$ cat src/rtl/pid_pkg.sv
package pid_pkg;
  localparam int WORD_W = 16;
  localparam logic signed [31:0] WORD_MAX = 32'sd32767;
  localparam logic signed [31:0] WORD_MIN = -32'sd32768;

  typedef logic signed [WORD_W-1:0] word_t;

  function automatic word_t sat_word(input logic signed [31:0] v);
    if (v > WORD_MAX)      return word_t'(WORD_MAX);
    else if (v < WORD_MIN) return word_t'(WORD_MIN);
    else                   return word_t'(v);
  endfunction
endpackage

$ cat src/rtl/pid_integ.sv
module pid_integ #(
  parameter int D_W   = 16,
  parameter int ACC_W = 24
) (
  input  logic                  clk,
  input  logic                  rst,
  input  logic                  fire,
  input  logic signed [D_W-1:0] err_s,
  input  logic        [D_W-1:0] ki,
  input  logic        [D_W-1:0] il,
  output logic signed [D_W:0]   ki_term
);
  localparam int SUM_W = ACC_W + 1;

  logic signed [ACC_W-1:0] acc_q, acc_nx;
  logic signed [SUM_W-1:0] acc_sum;
  logic        [D_W-1:0]   ki_op, prod;
  logic signed [D_W:0]     prod_x, mag, lim;

  always_comb begin
    acc_sum = {acc_q[ACC_W-1], acc_q} + {{(SUM_W-D_W){err_s[D_W-1]}}, err_s};
    if (acc_sum[SUM_W-1] != acc_sum[SUM_W-2])
      acc_nx = acc_sum[SUM_W-1] ? {1'b1, {(ACC_W-1){1'b0}}} : {1'b0, {(ACC_W-1){1'b1}}};
    else
      acc_nx = acc_sum[ACC_W-1:0];
    ki_op   = acc_nx[ACC_W-1 -: D_W];
    prod    = ki_op * ki;
    prod_x  = {prod[D_W-1], prod};
    mag     = prod[D_W-1] ? -prod_x : prod_x;
    lim     = (mag > $signed({1'b0, il})) ? $signed({1'b0, il}) : mag;
    ki_term = prod[D_W-1] ? -lim : lim;
  end

  always_ff @(posedge clk) begin
    if (rst)       acc_q <= '0;
    else if (fire) acc_q <= acc_nx;
  end

  AST_ACC_IDLE: assert property (@(posedge clk) disable iff (rst)
    !fire |=> $stable(acc_q));
endmodule

$ cat src/rtl/pid_deriv.sv
module pid_deriv #(
  parameter int D_W   = 16,
  parameter int CNT_W = 8
) (
  input  logic                  clk,
  input  logic                  rst,
  input  logic                  fire,
  input  logic signed [D_W-1:0] err_s,
  input  logic        [D_W-1:0] kd,
  input  logic        [CNT_W-1:0] ivl,
  output logic signed [D_W-1:0] kd_term
);
  logic [CNT_W-1:0] cnt_q;
  logic [D_W-1:0]   prev_q, kd_q, diff, prod;
  logic             refresh;

  always_comb begin
    refresh = (cnt_q == '0);
    diff    = err_s - prev_q;
    prod    = diff * kd;
    kd_term = refresh ? prod : kd_q;
  end

  always_ff @(posedge clk) begin
    if (rst) begin
      cnt_q  <= '0;
      prev_q <= '0;
      kd_q   <= '0;
    end else if (fire) begin
      if (refresh) begin
        cnt_q  <= ivl;
        prev_q <= err_s;
        kd_q   <= prod;
      end else begin
        cnt_q  <= cnt_q - 1'b1;
      end
    end
  end

  AST_KD_KEEP: assert property (@(posedge clk) disable iff (rst)
    fire && (cnt_q != '0) |=> $stable(kd_q) && $stable(prev_q));
  AST_CNT_RELOAD: assert property (@(posedge clk) disable iff (rst)
    fire && (cnt_q == '0) |=> cnt_q == $past(ivl));
endmodule

$ cat src/rtl/pid_clamp_filter.sv
module pid_clamp_filter
  import pid_pkg::*;
#(
  parameter int IN_W  = 24,
  parameter int ACC_W = 24,
  parameter int CNT_W = 8,
  parameter int CMD_W = 12
) (
  input  logic             clk,
  input  logic             rst,
  input  logic             err_valid,
  output logic             err_ready,
  input  logic [IN_W-1:0]  err_data,
  input  logic [15:0]      kp_coef,
  input  logic [15:0]      ki_coef,
  input  logic [15:0]      kd_coef,
  input  logic [15:0]      il_lim,
  input  logic [CNT_W-1:0] deriv_ivl,
  input  logic             wide_mode,
  output logic             cmd_valid,
  input  logic             cmd_ready,
  output logic [15:0]      cmd_sum,
  output logic [CMD_W-1:0] cmd_code
);
  localparam int D_W   = WORD_W;
  localparam int NAR_W = 8;
  localparam int TOT_W = D_W + 3;

  logic              fire;
  word_t             err_s, sum_sat;
  logic [D_W-1:0]    kp_prod;
  logic signed [D_W:0]   ki_term, ki_mag;
  word_t             kd_term;
  logic signed [TOT_W-1:0] total;
  logic [CMD_W-1:0]  code_nx;

  assign err_ready = !cmd_valid || cmd_ready;
  assign fire      = err_valid && err_ready;

  always_comb begin
    err_s   = sat_word(32'(signed'(err_data)));
    kp_prod = err_s * kp_coef;
    total   = TOT_W'(signed'(kp_prod)) + TOT_W'(ki_term) + TOT_W'(kd_term);
    sum_sat = sat_word(32'(total));
    if (wide_mode)
      code_nx = {~sum_sat[D_W-1], sum_sat[D_W-2 -: CMD_W-1]};
    else
      code_nx = {{(CMD_W-NAR_W){1'b0}}, ~sum_sat[D_W-1], sum_sat[D_W-2 -: NAR_W-1]};
    ki_mag  = ki_term[D_W] ? -ki_term : ki_term;
  end

  pid_integ #(.D_W(D_W), .ACC_W(ACC_W)) integ_i (
    .clk(clk), .rst(rst), .fire(fire), .err_s(err_s),
    .ki(ki_coef), .il(il_lim), .ki_term(ki_term)
  );

  pid_deriv #(.D_W(D_W), .CNT_W(CNT_W)) deriv_i (
    .clk(clk), .rst(rst), .fire(fire), .err_s(err_s),
    .kd(kd_coef), .ivl(deriv_ivl), .kd_term(kd_term)
  );

  always_ff @(posedge clk) begin
    if (rst) begin
      cmd_valid <= 1'b0;
      cmd_sum   <= '0;
      cmd_code  <= '0;
    end else if (fire) begin
      cmd_valid <= 1'b1;
      cmd_sum   <= sum_sat;
      cmd_code  <= code_nx;
    end else if (cmd_ready) begin
      cmd_valid <= 1'b0;
    end
  end

  AST_KI_BOUND: assert property (@(posedge clk) disable iff (rst)
    fire |-> ki_mag <= $signed({1'b0, il_lim}));
  AST_STALL_HOLD: assert property (@(posedge clk) disable iff (rst)
    cmd_valid && !cmd_ready |=> cmd_valid && $stable(cmd_sum) && $stable(cmd_code));
endmodule

$ cat config.mk
export PLATFORM = sky130hd
export DESIGN_NAME = pid_clamp_filter
export DESIGN_NICKNAME = d
export VERILOG_FILES = /design/src/rtl/pid_pkg.sv /design/src/rtl/pid_integ.sv /design/src/rtl/pid_deriv.sv /design/src/rtl/pid_clamp_filter.sv
export SDC_FILE = /design/constraint.sdc
export NUM_CORES = 1
export LEC_CHECK = 0
export BUFFER_PORTS_ARGS = -buffer_cell sky130_fd_sc_hd__buf_4
export CORE_AREA = 3 3 197 199
export DETAILED_ROUTE_END_ITERATION = 10
export DIE_AREA = 0 0 200 202
export HOLD_SLACK_MARGIN = 0.12
export PLACE_DENSITY = 0.83
export SETUP_SLACK_MARGIN = 0.5
export SLEW_MARGIN = 5
export SYNTH_ARGS = -nofsm -noshare
export SYNTH_HDL_FRONTEND = slang
export SYNTH_SLANG_ARGS = --single-unit
$ cat constraint.sdc
create_clock -name clk -period 54.3 [get_ports clk]
set_clock_uncertainty 0.1 [all_clocks]
set_input_delay 5.43 -clock clk [delete_from_list [all_inputs] [get_ports clk]]
set_output_delay 5.43 -clock clk [all_outputs]
set_load 0.005 [all_outputs]
Word-level counts from Yosys, hierarchy flattened:

Cells that the tools add are included.

* output and inout bits: 30
* register bits: 93
* input bits: 101

* multipliers: 3
* multiplexer cells: 14
* add/sub/neg operators: 7
* bitwise logic cells: 1
* equality and inequality tests: 1
* order comparisons: 5
* reduce and logical (&&, ||, !) cells: 6

Operators with widths (number)
* two-way mux 16 bit: 5
* two-way mux 17 bit: 3
* multiplier 16 x 16 -> 16 bit: 3
* two-way mux 24 bit: 2
* adder 24 x 16 -> 25 bit: 1
* > comparator 24 x 16 -> 1 bit, second input constant: 1
* < comparator 24 x 16 -> 1 bit, second input constant: 1
* adder 18 x 16 -> 19 bit: 1
* > comparator 19 x 16 -> 1 bit, second input constant: 1
* < comparator 19 x 16 -> 1 bit, second input constant: 1
* adder 16 x 17 -> 18 bit: 1
* > comparator 17 bit: 1
* negator 16 -> 17 bit: 1
* negator 17 bit: 1
* subtractor 16 bit: 1
* two-way mux 12 bit: 1
* logical NOT 8 bit: 1
* two-way mux 8 bit: 1
* subtractor 8 x 1 -> 8 bit, second input constant: 1
* two-way mux 1 bit: 2
* AND reduction 2 bit: 1
* nonzero test 2 bit: 1
* logical AND 1 bit: 1
* logical NOT 1 bit: 1
* other kinds (3): 3

Longest topological paths before layout:

Gate-level depths: netlist of the first run.

* depth after elaboration: 20
* depth in mapped cells: 87

Cells and area by module:

A second synthesis of the first run with hierarchy kept.

* cell total of the unflattened synthesis: 2665
* area total of the unflattened synthesis: 21274.2 sq um

Modules (own cells, without submodules)
* pid_integ: cells an instance 1029, area an instance 7986.4 sq um, times used 1
* pid_clamp_filter: cells an instance 840, area an instance 6926.6 sq um, times used 1
* pid_deriv: cells an instance 796, area an instance 6361.1 sq um, times used 1

Worst setup path before layout of the first run:

Ideal clock, no wire load.

* path type: input to register
* start point: in err_data[15]
* end point: reg cmd_sum[10]
* library setup time: 0.078 ns
* buffers on the path: 10
* setup slack: 31.219 ns
* stages: 82
* data arrival time: 22.903 ns
* cells stage by stage: nor4_1 > a21oi_1 > clkbuf_1 > o21a_1 > clkbuf_1 > ha_1 > fa_1 > a211oi_2 > o21ai_2 > o211ai_2 > a211oi_2 > a31o_1 > buf_4 > clkbuf_1 > maj3_1 > clkbuf_1 > and2_1 > fa_1 > [... 46 more ...] > fa_1 > ha_1 > o21ai_0 > a21boi_0 > o21ai_0 > a21boi_0 > o21ai_0 > a21boi_0 > o21ai_0 > a21boi_0 > or4b_2 > o2111ai_1 > o31a_1 > nand2b_1 > clkbuf_1 > buf_1 > a21oi_1 > nor3_1

* longest elaborated chain between the ends: 18
* elaborated cells on any way between the ends: 25

Ends and longest elaborated chain
* start, declared: RTL line pid_clamp_filter.sv:13 `input logic [IN_W-1:0] err_data,`
* < comparator 24 x 16 -> 1 bit: RTL line pid_pkg.sv:10 `else if (v < WORD_MIN) return word_t'(WORD_MIN);`
* two-way mux 16 bit: RTL line pid_pkg.sv:10
* two-way mux 16 bit *: RTL line pid_pkg.sv:9 `if (v > WORD_MAX) return word_t'(WORD_MAX);`
* named net deriv_i.err_s[0]: RTL line pid_deriv.sv:8 `input logic signed [D_W-1:0] err_s,`
* adder 24 x 16 -> 25 bit: RTL line pid_integ.sv:21 `acc_sum = {acc_q[ACC_W-1], acc_q} + {{(SUM_W-D_W){err_s[D_W-1]}}, err_s};`
* two-way mux 24 bit or inequality test 1 bit (tied branches): RTL line pid_integ.sv:23, pid_integ.sv:22
* two-way mux 24 bit: RTL line pid_integ.sv:22 `if (acc_sum[SUM_W-1] != acc_sum[SUM_W-2])`
* multiplier 16 x 16 -> 16 bit: RTL line pid_integ.sv:27 `prod = ki_op * ki;`
* [... 3 more ...]
* two-way mux 17 bit: RTL line pid_integ.sv:30 `lim = (mag > $signed({1'b0, il})) ? $signed({1'b0, il}) : mag;`
* negator 17 bit: RTL line pid_integ.sv:31 `ki_term = prod[D_W-1] ? -lim : lim;`
* two-way mux 17 bit: RTL line pid_integ.sv:31
* adder 16 x 17 -> 18 bit: RTL line pid_clamp_filter.sv:43 `total = TOT_W'(signed'(kp_prod)) + TOT_W'(ki_term) + TOT_W'(kd_term);`
* adder 18 x 16 -> 19 bit *: RTL line pid_clamp_filter.sv:43
* < comparator 19 x 16 -> 1 bit: RTL line pid_pkg.sv:10
* two-way mux 16 bit: RTL line pid_pkg.sv:10
* two-way mux 16 bit *: RTL line pid_pkg.sv:9
* end signal, assigned: RTL line pid_clamp_filter.sv:69 `cmd_sum <= sum_sat;`
* end, declared: RTL line pid_clamp_filter.sv:22 `output logic [15:0] cmd_sum,`

The timed path passes the listed nets; every way through them passes the cells marked *.
A chain may end at the register's enable or synchronous reset.

Worst setup path after layout of the first run:

* start point: in err_data[23]
* end point: reg cmd_sum[4]

* longest elaborated chain between the ends: 18
* elaborated cells on any way between the ends: 25

Ends and longest elaborated chain
* < comparator 24 x 16 -> 1 bit: RTL line pid_pkg.sv:10
* two-way mux 16 bit: RTL line pid_pkg.sv:10
* two-way mux 16 bit *: RTL line pid_pkg.sv:9
* adder 24 x 16 -> 25 bit: RTL line pid_integ.sv:21
* two-way mux 24 bit or inequality test 1 bit (tied branches): RTL line pid_integ.sv:23, pid_integ.sv:22
* two-way mux 24 bit: RTL line pid_integ.sv:22
* multiplier 16 x 16 -> 16 bit: RTL line pid_integ.sv:27
* negator 16 -> 17 bit: RTL line pid_integ.sv:29 `mag = prod[D_W-1] ? -prod_x : prod_x;`
* [... 2 more ...]
* two-way mux 17 bit: RTL line pid_integ.sv:30
* negator 17 bit: RTL line pid_integ.sv:31
* two-way mux 17 bit: RTL line pid_integ.sv:31
* adder 16 x 17 -> 18 bit: RTL line pid_clamp_filter.sv:43
* adder 18 x 16 -> 19 bit *: RTL line pid_clamp_filter.sv:43
* < comparator 19 x 16 -> 1 bit: RTL line pid_pkg.sv:10
* two-way mux 16 bit: RTL line pid_pkg.sv:10
* two-way mux 16 bit *: RTL line pid_pkg.sv:9

Every way passes the cells marked *; elsewhere a longest branch is shown, timed or not.

==> results of run 1 <==
[layer usage]
layer,wire length (um),vias up,track usage [%]
li1,-,8266,-
met1,22400,8476,35.4
met2,27200,698,47.2
met3,3910,131,3.73
met4,2050,0,10.1
met5,0,-,0
[sequential cells by signal, summed over array words and instances, names as in the netlist]
register	cells
cmd_code	12
integ_i.acc_q	24
deriv_i.kd_q	16
deriv_i.cnt_q	8
cmd_valid	1
deriv_i.prev_q	16
cmd_sum	16
[kinds of logic after synthesis]
| kind of cell | Yosys count | share of synthesized area, % |
|---|---|---|
| and+or+nand+nor | 863 | 20.0 |
| buffers and inverters | 528 | 9.78 |
| adders and majority gates | 490 | 39.7 |
| AOI/OAI and AO/OA | 405 | 12.6 |
| xor gates and xnor gates | 171 | 7.58 |
| DFF | 93 | 9.16 |
| muxes | 22 | 1.14 |
[placed cells by master, fill, tap and decap left out, types with 17 or more instances in the layout]
cell type and instances:
a21oi_1 148, and2_1 159, buf_4 150, dfxtp_1 93, fa_1 260, ha_1 222
inv_1 423, nand2_1 376, nand2b_1 17, nand3_1 17, nor2_1 141, nor2b_1 44
nor3_1 52, o21a_1 33, o21ai_0 76, xnor2_1 127, xor2_1 41
[per-stage QoR]
step	instances	hold WS (ns)	utilization, %
finish	3145	0.358	58.9
global route	3145	0.378	58.9
CTS	3145	0.359	58.9
detailed placement	3129	0.348	58.0
global placement	3129	0.341	58.0
floorplan	2572	0.336	-
[cell usage after synthesis (all sizes together), types with 4 or more instances]
cell type / instances / area, um^2
fa: 260 / 5200
ha: 222 / 2780
nand4: 5 / 31.3
nand2b: 17 / 106
a21boi: 15 / 113
and2: 161 / 1010
or3: 13 / 86.3
a31oi: 12 / 105
nor3: 55 / 285
buf: 10 / 45.0
dfxtp: 93 / 1860
nor4: 7 / 43.8
o22ai: 12 / 75.1
maj3: 8 / 80.1
o21a: 33 / 248
a21oi: 149 / 749
mux2i: 12 / 120
o21ai: 88 / 448
o31a: 4 / 35.0
o211a: 4 / 40.0
mux2: 10 / 113
a21o: 14 / 105
nor3b: 5 / 37.5
nor2b: 44 / 275
inv: 423 / 1590
o211ai: 13 / 103
xor2: 41 / 359
clkbuf: 94 / 353
nand3: 17 / 85.1
nand2: 376 / 1410
a211oi: 20 / 175
o21bai: 15 / 113
and3: 8 / 50.1
o31ai: 8 / 60.1
xnor2: 127 / 1110
nor2: 141 / 529
[final timing paths]
path	endpoint	depth (start not counted)	slack (ns)	startpoint
setup / recovery	cmd_sum[4]	74	29.37	err_data[23]
hold / removal	deriv_i.prev_q[3]	2	0.36	deriv_i.prev_q[3]
setup reg to reg	cmd_sum[4]	72	35.60	integ_i.acc_q[0]
hold reg to reg	deriv_i.prev_q[3]	2	0.36	deriv_i.prev_q[3]
[layout make-up]
class	instances	area [um^2]	area share [%]
clock buffer	9	225	1.02
clock inverter	7	86.3	0.392
inverter	424	1590	7.23
multi-input combinational	1951	16500	74.9
sequential	93	1860	8.46
tap	511	639	2.90
timing repair buffer	150	1130	5.11
[critical path, delay by kind of cell]
family / cells / cell delay [ns]
compound gates: 31 / 7.67
buf+inv: 12 / 1.70
xor+xnor: 5 / 1.47
fa+ha+maj: 12 / 4.51
mux: 2 / 0.54
simple gates: 12 / 3.75
==> results.tsv, run 1 <==
metric	value	unit
Die Area	40400	um^2
FP Rows	71	
Final period util	45.9	%
wirelength, routed	55600	um
DP Area	21700	um^2
CTS tree	built	
Worst-Skew Late Latency	0.37	ns
RSZ-0062 raised after global routing	no	
pin count of the biggest net entering global routing	93	
ratio of cells with drive above 1 in the final layout	7.59	%
CTS Buf Count	9	
Detailed Place HPWL	44800	um
CP startpoint kind	input port	
Via Count	17600	
Yosys Warn Count	0	
Hold Crit Class	reg2reg	
# fillers	3255	
GP Congestion	0.974	
final instance area	22000	um^2
CP max stage cell	a21oi_1	
Post-CTS Resized	0	
Starting Density	54.4	%
Die Width	200	um
vias in the first global route	18000	
Synth cell types	78	
Slew @ Worst Pin	1.05	ns
CTS Sinks	93	
Slew HR	29.9	%
CP Class	in2reg	
Port Buffers	130	
endpoints failing hold	0	
setup TNS	0	ns
Final Critical Period	24.93	ns
Final #Nets	3212	
clock tree buffer depth	2	
Mean Syn Cell Area	7.91	um^2
Synth Register Bits	93	
detail-routed via count per cell	5.59	
io pins	131	
Max Clock Freq	40.1	MHz
global route overflow	0	
most common flop cell mapped by yosys	dfxtp_1	
First-pass DRT Iterations	7	
max cap viols	0	
pre-CTS setup slack	29.30	ns
setup bufs post-CTS	0	
initial antenna violation count	0	
core area	37400	um^2
register area share after synthesis	9.16	%
cell count after synthesis	2572	
final setup margin	29.37	ns
Critical Path End Type	register	
Final Setup Violations	0	
async set-reset flop share out of synthesis	0	%
DRC	0	
crit path max fanout	28	
CP required	54.48	ns
Clock Pin Slew Worst Setup and Hold Paths	0.08	ns
antenna diode instance count	0	
Die Y	202	um
status	complete, no violations	
clock root cell	clkbuf_16	
EDFF count, synth	0	
hold buffers post-CTS	0	
max-slew violations	0	
CP max stage delay	0.83	ns
First DRT Iteration DRCs	1244	
global-route wire length before repair	89700	um
synthesis-to-layout area growth	8.29	%
cell area after synthesis	20300	um^2
Post-Syn Nets	3155	
ANT nets after route	0	
H-tree depth	3	
Critical Path AT	25.11	ns
Routed WL per cell	17.7	um
Tot GR Track Use	27.5	%
Power of run 1 is not shown: default switching activity piles up to over one toggle a cycle in this logic, so the estimate is an artifact.
==> run 2: changes to the inputs <==
- clock period: 54.3 -> 24.9 ns (I/O delays scaled with it)
==> run 2 against run 1 <==
Net effect:
- setup slack lost 27 ns
- global-route usage increased by 0.14 points
- core utilization shrank 0.097 points
- sequential cell count stayed put
- highest routed layer unchanged
- first-iteration DRC count is 2.3% lower
- via count fell by 0.27%
- register-to-register slack got worse by 30 ns
- count of clock-buffer cells in the layout did not move
- final cell count hardly changed
- die area unchanged
- final area shrank 0.16%
- critical path depth shrank 4
==> results.tsv, run 2 (synthesis gave the netlist of run 1 again) <==
metric	value	unit	change
status	complete, no violations		
Hold Crit Class	reg2reg		
First-pass DRT Iterations	5		-2
Largest register FFs	24		unchanged
crit path max fanout	28		unchanged
Via Count	17500		-0.27%
Detailed Place HPWL	44400	um	-0.77%
CTS tree	built		
Worst-Skew Late Latency	0.37	ns	about the same
CP max stage cell	a21oi_1		
DRC	0		unchanged
Tot GR Track Use	27.7	%	+0.14 points
crit path launch	err_data[23]		
most used cell, CP	o21a_1		
Die Y	202	um	unchanged
CP Buf/Inv Count	7		-5
Post-CTS Resized	0		unchanged
CP required	25.06	ns	-29.42 ns
Critical Path End Type	register		
Final Setup Violations	0		unchanged
ratio of cells with drive above 1 in the final layout	7.52	%	-0.070 points
worst r2r path cells	68		-5.6%
Routed WL per cell	17.6	um	-0.46%
GP Congestion	0.962		-1.3%
Critical Path Sink	cmd_sum[8]		
synthesis-to-layout area growth	8.11	%	
Final #Nets	3210		-0.062%
detail-routed via count per cell	5.58		-0.20%
initial antenna violation count	0		unchanged
CP Class	in2reg		
top routing layer used	met4		
Die Width	200	um	unchanged
max cap viols	0		unchanged
Final period util	89.6	%	
clock root cell	clkbuf_16		
FP Rows	71		unchanged
max-slew violations	0		unchanged
CTS Buf Count	9		unchanged
core area	37400	um^2	unchanged
Met2 Wirelength	27300	um	+0.60%
largest register by flop count	integ_i.acc_q		
Slew HR	27.9	%	-2.0 points
Port Buffers	130		unchanged
vias in the first global route	18100		+0.71%
cell family with most CP delay	compound AO/OA/AOI/OAI gates		
Die Area	40400	um^2	unchanged
Max Clock Freq	44.8	MHz	
most frequent cells in the layout	inv_1 (423), nand2_1 (376), fa_1 (260)		
number of cells on the critical path	70		-5.4%
global route overflow	0		unchanged
Starting Density	54.4	%	unchanged
setup TNS	0	ns	unchanged
ANT nets after route	0		unchanged
Slew @ Worst Pin	1.08	ns	+0.0338 ns
wirelength, routed	55300	um	-0.52%
Final Critical Period	22.32	ns	
CP startpoint kind	input port		
commonest non-fill, non-tap cell in the layout	inv_1		
worst r2r src	integ_i.acc_q[0]		
met1 WL	22400	um	about the same
Clock Pin Slew Worst Setup and Hold Paths	0.07	ns	about the same
H-tree depth	3		unchanged
met3 routed WL	3660	um	-6.4%
Critical Path AT	22.48	ns	-2.63 ns
clock tree buffer depth	2		unchanged
CTS Sinks	93		unchanged
First DRT Iteration DRCs	1216		-2.3%
RSZ-0062 raised after global routing	no		
R2R Path End	cmd_sum[8]		
Worst R2R Setup Slack	5.92	ns	-29.68 ns
global-route wire length before repair	90200	um	+0.53%
pin count of the biggest net entering global routing	93		unchanged
Hold Crit Depth	2		unchanged
setup bufs post-CTS	0		unchanged
CP max stage delay	0.86	ns	+0.03 ns
io pins	131		unchanged
hold buffers post-CTS	0		unchanged
antenna diode instance count	0		unchanged
endpoints failing hold	0		unchanged
-- run 2: worst min path at each step --
| stage | startpoint | to | slack, ns |
|---|---|---|---|
| finish | deriv_i.prev_q[8] | deriv_i.prev_q[8] | 0.36 |
| global route | deriv_i.prev_q[10] | deriv_i.prev_q[10] | 0.37 |
| global placement | deriv_i.kd_q[13] | deriv_i.kd_q[13] | 0.34 |
| detailed placement | deriv_i.kd_q[13] | deriv_i.kd_q[13] | 0.35 |
| CTS | deriv_i.kd_q[13] | deriv_i.kd_q[13] | 0.36 |
| floorplan | deriv_i.kd_q[13] | deriv_i.kd_q[13] | 0.34 |
-- run 2: cell type report --
type,count,area [um^2]
multi-input combinational,1951,16500
fill,3328,15400
clock buffer,9,225
sequential,93,1860
tap,511,639
inverter,424,1590
clock inverter,7,65.1
timing repair buffer,148,1110
-- run 2: routing by layer --
layer / global-route usage [%] / up-vias
met5: 0 / -
met4: 8.97 / 0
met3: 4.07 / 125
met2: 47.8 / 637
met1: 35.6 / 8501
li1: - / 8261
-- run 2: worst min-delay path, stage by stage, from the launching register on --
cell and delay (ns):
dfxtp_1 0.31, nand2_1 0.05, a21oi_1 0.05
-- run 2: per-stage QoR --
step / utilization, % / std cells / worst slack, ns / hold WS (ns) / instance area, um^2
floorplan: - / 2572 / 4.76 / 0.336 / 20300
global placement: 58.0 / 3127 / 3.14 / 0.341 / 21700
detailed placement: 58.0 / 3127 / 2.43 / 0.346 / 21700
CTS: 58.8 / 3143 / 2.76 / 0.357 / 22000
global route: 58.8 / 3143 / 0.717 / 0.372 / 22000
finish: 58.8 / 3143 / 2.58 / 0.357 / 22000
Power of run 2 is left out for the same reason.
